### src/rtl/mmd_pkg.sv
package mmd_pkg;

  localparam int MODE_W = 3;

  typedef enum logic [2:0] {
    SRC_BIOS   = 3'd0,
    SRC_EXP    = 3'd1,
    SRC_CART   = 3'd2,
    SRC_DRAM   = 3'd3,
    SRC_CFLASH = 3'd4,
    SRC_IO     = 3'd5,
    SRC_OPEN   = 3'd6
  } src_e;

  typedef enum logic [1:0] {
    MAP_STD,
    MAP_SPLIT,
    MAP_RO4,
    MAP_MIRROR
  } map_e;

  // Mode number to map family.
  function automatic map_e f_map_class(logic [MODE_W-1:0] m);
    case (m)
      3'd0, 3'd1: return MAP_STD;
      3'd2, 3'd3: return MAP_SPLIT;
      3'd4:       return MAP_RO4;
      default:    return MAP_MIRROR;
    endcase
  endfunction

  // Word returned when nothing drives the bus.
  function automatic logic [31:0] f_open_word(logic [31:0] a);
    return {a[15:0], a[15:0]};
  endfunction

  // Byte offset into a DRAM window that starts at top byte 'base'.
  function automatic logic [26:0] f_dram_span(logic [7:0] top, logic [7:0] base,
                                              logic [23:0] off);
    logic [7:0] d;
    d = top - base;
    return {d[2:0], off};
  endfunction

endpackage

### src/rtl/mmd_ctrl_regs.sv
module mmd_ctrl_regs
  import mmd_pkg::*;
#(
  parameter logic [7:0] UNLOCK_KEY = 8'h0A
) (
  input  logic              clk,
  input  logic              rst_n,
  input  logic              en_wr_hit,
  input  logic              mode_wr_hit,
  input  logic [7:0]        wbyte,
  output logic              regs_en_q,
  output logic [MODE_W-1:0] mode_q
);

  always_ff @(posedge clk) begin
    if (!rst_n) begin
      regs_en_q <= 1'b0;
      mode_q    <= '0;
    end else begin
      if (en_wr_hit)
        regs_en_q <= (wbyte == UNLOCK_KEY);
      if (mode_wr_hit && regs_en_q)
        mode_q <= wbyte[MODE_W-1:0];
    end
  end

endmodule

### src/rtl/mmd_region_decode.sv
module mmd_region_decode
  import mmd_pkg::*;
#(
  parameter int unsigned BIOS_BYTES   = 32'h0004_0000,
  parameter int unsigned CART_BYTES   = 32'h00C0_0000,
  parameter int unsigned CFLASH_BYTES = 32'h0004_0000,
  parameter logic [3:0]  IO_NIBBLE    = 4'h8
) (
  input  logic [31:0]       addr,
  input  logic [MODE_W-1:0] mode,
  output src_e              hi_src,
  output src_e              lo_src,
  output logic [7:0]        dram_base,
  output logic              dram_rw
);

  logic [7:0]  top;
  logic [23:0] off;
  map_e        cls;
  src_e        hi_raw, lo_raw;

  assign top = addr[31:24];
  assign off = addr[23:0];
  assign cls = f_map_class(mode);

  function automatic src_e f_limit(src_e s, logic [23:0] o);
    logic [31:0] wo;
    wo = {8'd0, o};
    case (s)
      SRC_BIOS:   return (wo < BIOS_BYTES)   ? s : SRC_OPEN;
      SRC_CART:   return (wo < CART_BYTES)   ? s : SRC_OPEN;
      SRC_CFLASH: return (wo < CFLASH_BYTES) ? s : SRC_OPEN;
      default:    return s;
    endcase
  endfunction

  always_comb begin
    hi_raw    = SRC_OPEN;
    lo_raw    = SRC_OPEN;
    dram_base = 8'hB0;
    dram_rw   = 1'b0;
    case (cls)
      MAP_STD: begin
        case (top)
          8'hB0, 8'hB6: begin hi_raw = SRC_BIOS; lo_raw = SRC_BIOS; end
          8'hB1:        begin hi_raw = SRC_EXP;  lo_raw = SRC_EXP;  end
          8'hB2:        begin hi_raw = SRC_CART; lo_raw = SRC_CART; end
          8'hB3, 8'hB4, 8'hB5: begin
            hi_raw = SRC_DRAM; lo_raw = SRC_DRAM;
            dram_base = 8'hB3; dram_rw = 1'b1;
          end
          8'hB7:        begin hi_raw = SRC_CFLASH; lo_raw = SRC_CFLASH; end
          default: ;
        endcase
      end
      MAP_SPLIT: begin
        case (top)
          8'hB0: begin hi_raw = SRC_EXP;  lo_raw = SRC_EXP;  end
          8'hB1: begin hi_raw = SRC_CART; lo_raw = SRC_CART; end
          8'hB2, 8'hB3, 8'hB4, 8'hB5: begin
            hi_raw = SRC_DRAM; lo_raw = SRC_DRAM;
            dram_base = 8'hB2; dram_rw = 1'b1;
          end
          8'hB6: begin hi_raw = SRC_EXP; lo_raw = SRC_BIOS;   end
          8'hB7: begin hi_raw = SRC_EXP; lo_raw = SRC_CFLASH; end
          default: ;
        endcase
      end
      MAP_RO4: begin
        case (top)
          8'hB0, 8'hB1, 8'hB2, 8'hB3: begin
            hi_raw = SRC_DRAM; lo_raw = SRC_DRAM; dram_base = 8'hB0;
          end
          8'hB4: begin hi_raw = SRC_EXP;  lo_raw = SRC_EXP;    end
          8'hB5: begin hi_raw = SRC_CART; lo_raw = SRC_CART;   end
          8'hB6: begin hi_raw = SRC_EXP;  lo_raw = SRC_BIOS;   end
          8'hB7: begin hi_raw = SRC_EXP;  lo_raw = SRC_CFLASH; end
          default: ;
        endcase
      end
      default: begin
        case (top)
          8'hB0, 8'hB1, 8'hB2, 8'hB3, 8'hB4, 8'hB5: begin
            hi_raw = SRC_DRAM; lo_raw = SRC_DRAM; dram_base = 8'hB0;
          end
          8'hB6: begin hi_raw = SRC_BIOS;   lo_raw = SRC_BIOS;   end
          8'hB7: begin hi_raw = SRC_CFLASH; lo_raw = SRC_CFLASH; end
          default: ;
        endcase
      end
    endcase
    if (top == 8'hB7 && addr[23:20] == IO_NIBBLE) begin
      hi_raw = SRC_IO;
      lo_raw = SRC_IO;
    end
  end

  assign hi_src = f_limit(hi_raw, off);
  assign lo_src = f_limit(lo_raw, off);

endmodule

### src/rtl/mmd_dram_gate.sv
module mmd_dram_gate
  import mmd_pkg::*;
#(
  parameter int DRAM_AW = 25
) (
  input  logic [31:0]        addr,
  input  logic               wr_req,
  input  src_e               hi_src,
  input  src_e               lo_src,
  input  logic [7:0]         dram_base,
  input  logic               dram_rw,
  output logic [DRAM_AW-1:0] dram_addr,
  output logic               dram_we
);

  localparam logic [26:0] WR_LIMIT = 27'(1) << DRAM_AW;

  logic [26:0] span;
  logic        both_dram;
  logic        below_limit;

  assign span        = f_dram_span(addr[31:24], dram_base, addr[23:0]);
  assign dram_addr   = span[DRAM_AW-1:0];
  assign both_dram   = (hi_src == SRC_DRAM) && (lo_src == SRC_DRAM);
  assign below_limit = span < WR_LIMIT;
  assign dram_we     = wr_req && both_dram && dram_rw && below_limit;

endmodule

### src/rtl/memmap_decoder.sv
module memmap_decoder
  import mmd_pkg::*;
#(
  parameter logic [11:0] CTRL_PAGE    = 12'hB78,
  parameter logic [7:0]  EN_OFS       = 8'h0C,
  parameter logic [7:0]  MODE_OFS     = 8'h00,
  parameter logic [7:0]  UNLOCK_KEY   = 8'h0A,
  parameter int unsigned BIOS_BYTES   = 32'h0004_0000,
  parameter int unsigned CART_BYTES   = 32'h00C0_0000,
  parameter int unsigned CFLASH_BYTES = 32'h0004_0000,
  parameter int          DRAM_AW      = 25
) (
  input  logic               clk,
  input  logic               rst_n,
  input  logic               acc_valid,
  input  logic               acc_write,
  input  logic [31:0]        acc_addr,
  input  logic [31:0]        acc_wdata,
  output logic [2:0]         sel_hi,
  output logic [2:0]         sel_lo,
  output logic [DRAM_AW-1:0] dram_addr,
  output logic               dram_we,
  output logic [31:0]        open_data,
  output logic [2:0]         mode_q,
  output logic               regs_en_q
);

  // Named internal events, also observed by the checker.
  logic       wr_req;
  logic       ctrl_page_hit;
  logic       en_wr_hit;
  logic       mode_wr_hit;
  src_e       hi_src, lo_src;
  logic [7:0] dram_base;
  logic       dram_rw;

  assign wr_req        = acc_valid && acc_write;
  assign ctrl_page_hit = acc_addr[31:20] == CTRL_PAGE;
  assign en_wr_hit     = wr_req && ctrl_page_hit && (acc_addr[7:0] == EN_OFS);
  assign mode_wr_hit   = wr_req && ctrl_page_hit && (acc_addr[7:0] == MODE_OFS);

  mmd_ctrl_regs #(.UNLOCK_KEY(UNLOCK_KEY)) u_regs (
    .clk        (clk),
    .rst_n      (rst_n),
    .en_wr_hit  (en_wr_hit),
    .mode_wr_hit(mode_wr_hit),
    .wbyte      (acc_wdata[7:0]),
    .regs_en_q  (regs_en_q),
    .mode_q     (mode_q)
  );

  mmd_region_decode #(
    .BIOS_BYTES  (BIOS_BYTES),
    .CART_BYTES  (CART_BYTES),
    .CFLASH_BYTES(CFLASH_BYTES),
    .IO_NIBBLE   (CTRL_PAGE[3:0])
  ) u_dec (
    .addr     (acc_addr),
    .mode     (mode_q),
    .hi_src   (hi_src),
    .lo_src   (lo_src),
    .dram_base(dram_base),
    .dram_rw  (dram_rw)
  );

  mmd_dram_gate #(.DRAM_AW(DRAM_AW)) u_gate (
    .addr     (acc_addr),
    .wr_req   (wr_req),
    .hi_src   (hi_src),
    .lo_src   (lo_src),
    .dram_base(dram_base),
    .dram_rw  (dram_rw),
    .dram_addr(dram_addr),
    .dram_we  (dram_we)
  );

  assign sel_hi    = hi_src;
  assign sel_lo    = lo_src;
  assign open_data = f_open_word(acc_addr);

endmodule

### config.mk
export PLATFORM = sky130hd
export DESIGN_NAME = memmap_decoder
export DESIGN_NICKNAME = d
export VERILOG_FILES = /design/src/rtl/mmd_pkg.sv /design/src/rtl/mmd_ctrl_regs.sv /design/src/rtl/mmd_region_decode.sv /design/src/rtl/mmd_dram_gate.sv /design/src/rtl/memmap_decoder.sv
export SDC_FILE = /design/constraint.sdc
export NUM_CORES = 1
export LEC_CHECK = 0
export BUFFER_PORTS_ARGS = -buffer_cell sky130_fd_sc_hd__buf_2
export CAP_MARGIN = 15
export CORE_MARGIN = 4
export CORE_UTILIZATION = 34
export DETAILED_ROUTE_END_ITERATION = 10
export PLACE_DENSITY = 0.82
export SYNTH_ARGS = -nofsm -noshare
export SYNTH_HDL_FRONTEND = slang
export SYNTH_HIERARCHICAL = 1
export SYNTH_SLANG_ARGS = --single-unit
### constraint.sdc
create_clock -name clk -period 2.3 [get_ports clk]
set_clock_uncertainty 0.2 [all_clocks]
set_input_delay 0.115 -clock clk [delete_from_list [all_inputs] [get_ports clk]]
set_output_delay 0.115 -clock clk [all_outputs]
set_load 0.01 [all_outputs]
==> results by group <==
Status
  • Status: finished with violations
  • Failing checks: setup timing

Yosys
  • Mapped cell area: between 1000 and 1500 sq um
  • Cell count after synthesis: approximately 140
  • Syn avg cell area: ~7.8 sq um
  • Ys Warns: 6
  • Net Count, Synth: roughly 210

Hold path
  • Min-Delay Path Depth: 0
  • HP Start: acc_addr[17]
  • Worst hold path type: primary input to primary output
  • Hold endpoint: dram_addr[17]

Setup path
  • Setup crit end kind: primary output
  • CP Max Fanout: 6
  • CP peak stage delay: approximately 370 ps
  • Delay-heaviest family, CP: compound AO/OA/AOI/OAI gates
  • Worst path cell trace: nor3b_4 > a221o_1 > o21ai_1 > a221o_2 > o311ai_2 > nand3b_1 > nor4_2 > buf_2
  • Type of origin of the critical path: register
  • Number of cells on the worst reg-to-reg path: 2
  • Crit path DAT: 2030 ps
  • Worst reg2reg path endpoint: u_regs/regs_en_q
  • WS Path Type: register to primary output
  • CP max-delay cell: dfxtp_4
  • Reg-to-reg setup timing slack: 1240 ps
  • Buf/Inv on CP: 1
  • Worst path depth: 8
  • R2R Path Start: u_regs/regs_en_q
  • WP data required: roughly 2000 ps

Routing
  • WL final: ~2700 um
  • Highest metal used: met4
  • Via density: roughly 4.6
  • 1st-pass router iterations: 4
  • Post-route DRC: 0
  • Met3 wire len: between 150 and 200 um
  • Via count: between 1000 and 1500
  • WL met1: 1027 um
  • ANT nets after route: 0
  • Detail Route met2 WL: 1447 um
  • Mean routed wirelength per cell: 12.19 um
  • Drt first-iter violations: 25

Floorplanning
  • I/O Pins: between 100 and 150
  • Die Wd: between 60 and 70 um
  • Die ar.: around 4200 sq um
  • Cell Rows: 20
  • Core area: around 3000 sq um
  • Die height: between 60 and 70 um
  • Initial core utilization: 0.3598

Flow run
  • Max Cap Violations: 0

STA
  • Final Hold Vio Count: 0
  • Final Setup Violations: 1
  • Max-slew violations: 0
  • Tcrit/Tclk final: 1.019
  • Headroom to the max-slew limit: 0.5512
  • Worst Tran Pin Value: roughly 670 ps
  • RSZ-0062 raised after global routing: yes
  • Period minus WS final: between 2000 and 2500 ps
  • Fin Hold WS: 30.00 ps
  • Worst setup margin: -42.84 ps
  • FMAX: 426.8 MHz

Clock tree
  • CTS tree: yes
  • Clock sink count: 4
  • Clock tree buffer depth: 2
  • H-Tree Depth: 1
  • Skew-Pair Late Insertion Delay: approximately 230 ps
  • CTS clk-pin slew, worst paths: ~40 ps
  • Clock root cell: clkbuf_4
  • Total CTS buffers: 3

Global routing
  • Antenna violations before repair: 0
  • Total grt overflow: 0
  • GR Util All Layers: 0.1132
  • Largest net degree at the start of global routing: 12
  • First-pass GRT wire length: between 3000 and 4000 um
  • Number of global-route vias before repair: a little over 900

Placement
  • Routability cong.: just over 0.8
  • I/O Buffers: 75
  • Post-place instance area: approximately 1200 sq um
  • DP HPWL: roughly 2300 um

Finish
  • Most common cell after layout, fill and taps aside: buf_2
  • ANT cells: 0
  • Share of cells above drive strength 1: 0.6149
  • Final net count: between 200 and 250
  • Area grow syn2layout: 11.75%
  • Post-Layout Inst Area: about 1200 sq um
  • Commonest non-fill, non-tap cells in the layout: 75 x buf_2, 12 x buf_4, 9 x nand2_1

Pwr
  • Lkg Pwr: slightly above 0.6 nW
  • Power density cells: approximately 240 nW/um^2
  • IR drop worst, VDD: ~300 uV
[registers in the layout, summed over array words and instances, names as in the netlist]
name              count
u_regs/regs_en_q      1
u_regs/mode_q         3
[cell type report]
| type | count | area [sq um] |
|---|---|---|
| Fill cell | 338 | 1841 |
| Multi-Input combinational cell | 75 | 581.8 |
| Timing Repair Buffer | 88 | 475.5 |
| Sequential cell | 4 | 87.58 |
| Tap cell | 44 | 55.05 |
| Clock buffer | 3 | 22.52 |
| Inverter | 4 | 15.01 |
[worst max path at each step]
| stage | startpoint | endpoint |
|---|---|---|
| after floorplan | u_regs/mode_q[2] | dram_we |
| after global placement | acc_addr[30] | dram_we |
| after detailed placement | acc_addr[30] | dram_we |
| after CTS | acc_addr[30] | dram_we |
| after global routing | u_regs/mode_q[2] | dram_we |
| final | u_regs/mode_q[2] | dram_we |
[per-stage QoR]
| step | power [W] | TNS [ps] | worst slack (ps) | instances | utilization |
|---|---|---|---|---|---|
| finish | 0.0002955 | -42.84 | -42.84 | 218 | 0.4020 |
| global route | 0.0003163 | -198.5 | -186.8 | 218 | 0.4020 |
| CTS | 0.0003000 | -64.82 | -64.82 | 218 | 0.3984 |
| detailed placement | 0.0002100 | -87.91 | -87.91 | 213 | 0.3825 |
| global placement | 0.0002069 | -45.81 | -45.81 | 213 | 0.3825 |
| floorplan | 0.0002103 | 0 | 113.3 | 142 | - |
[worst reg2reg max path, delay by kind of cell (launching register included)]
| kind | cells | cell delay (ps) |
|---|---|---|
| compound gates | 1 | 190 |
| flops | 1 | 360 |
| simple gates | 1 | 200 |
[per-layer routing]
layer	up-vias	track usage
li1	510	-
met1	465	0.1297
met2	26	0.2095
met3	3	0.03120
met4	0	0.02073
met5	-	0
[power breakdown]
| group | switching (W) | total [W] | internal, W |
|---|---|---|---|
| logic | 0.0000729 | 0.000142 | 0.0000694 |
| clock network | 0.0000276 | 0.0000859 | 0.0000583 |
| registers | 0.0000000000000623 | 0.0000674 | 0.0000674 |
| total | 0.000100 | 0.000296 | 0.000195 |
[what timing repair did]
| action | CTS | global route |
|---|---|---|
| setup endpoints to repair | 2 | 2 |
| pin swaps | 1 | 0 |
| endpoints found under the hold margin | 4 | 0 |
| hold buffers | 1 | 0 |
| setup buffers | 1 | 0 |
| resized for setup | 7 | 3 |
(Power assumes the default switching activity.)
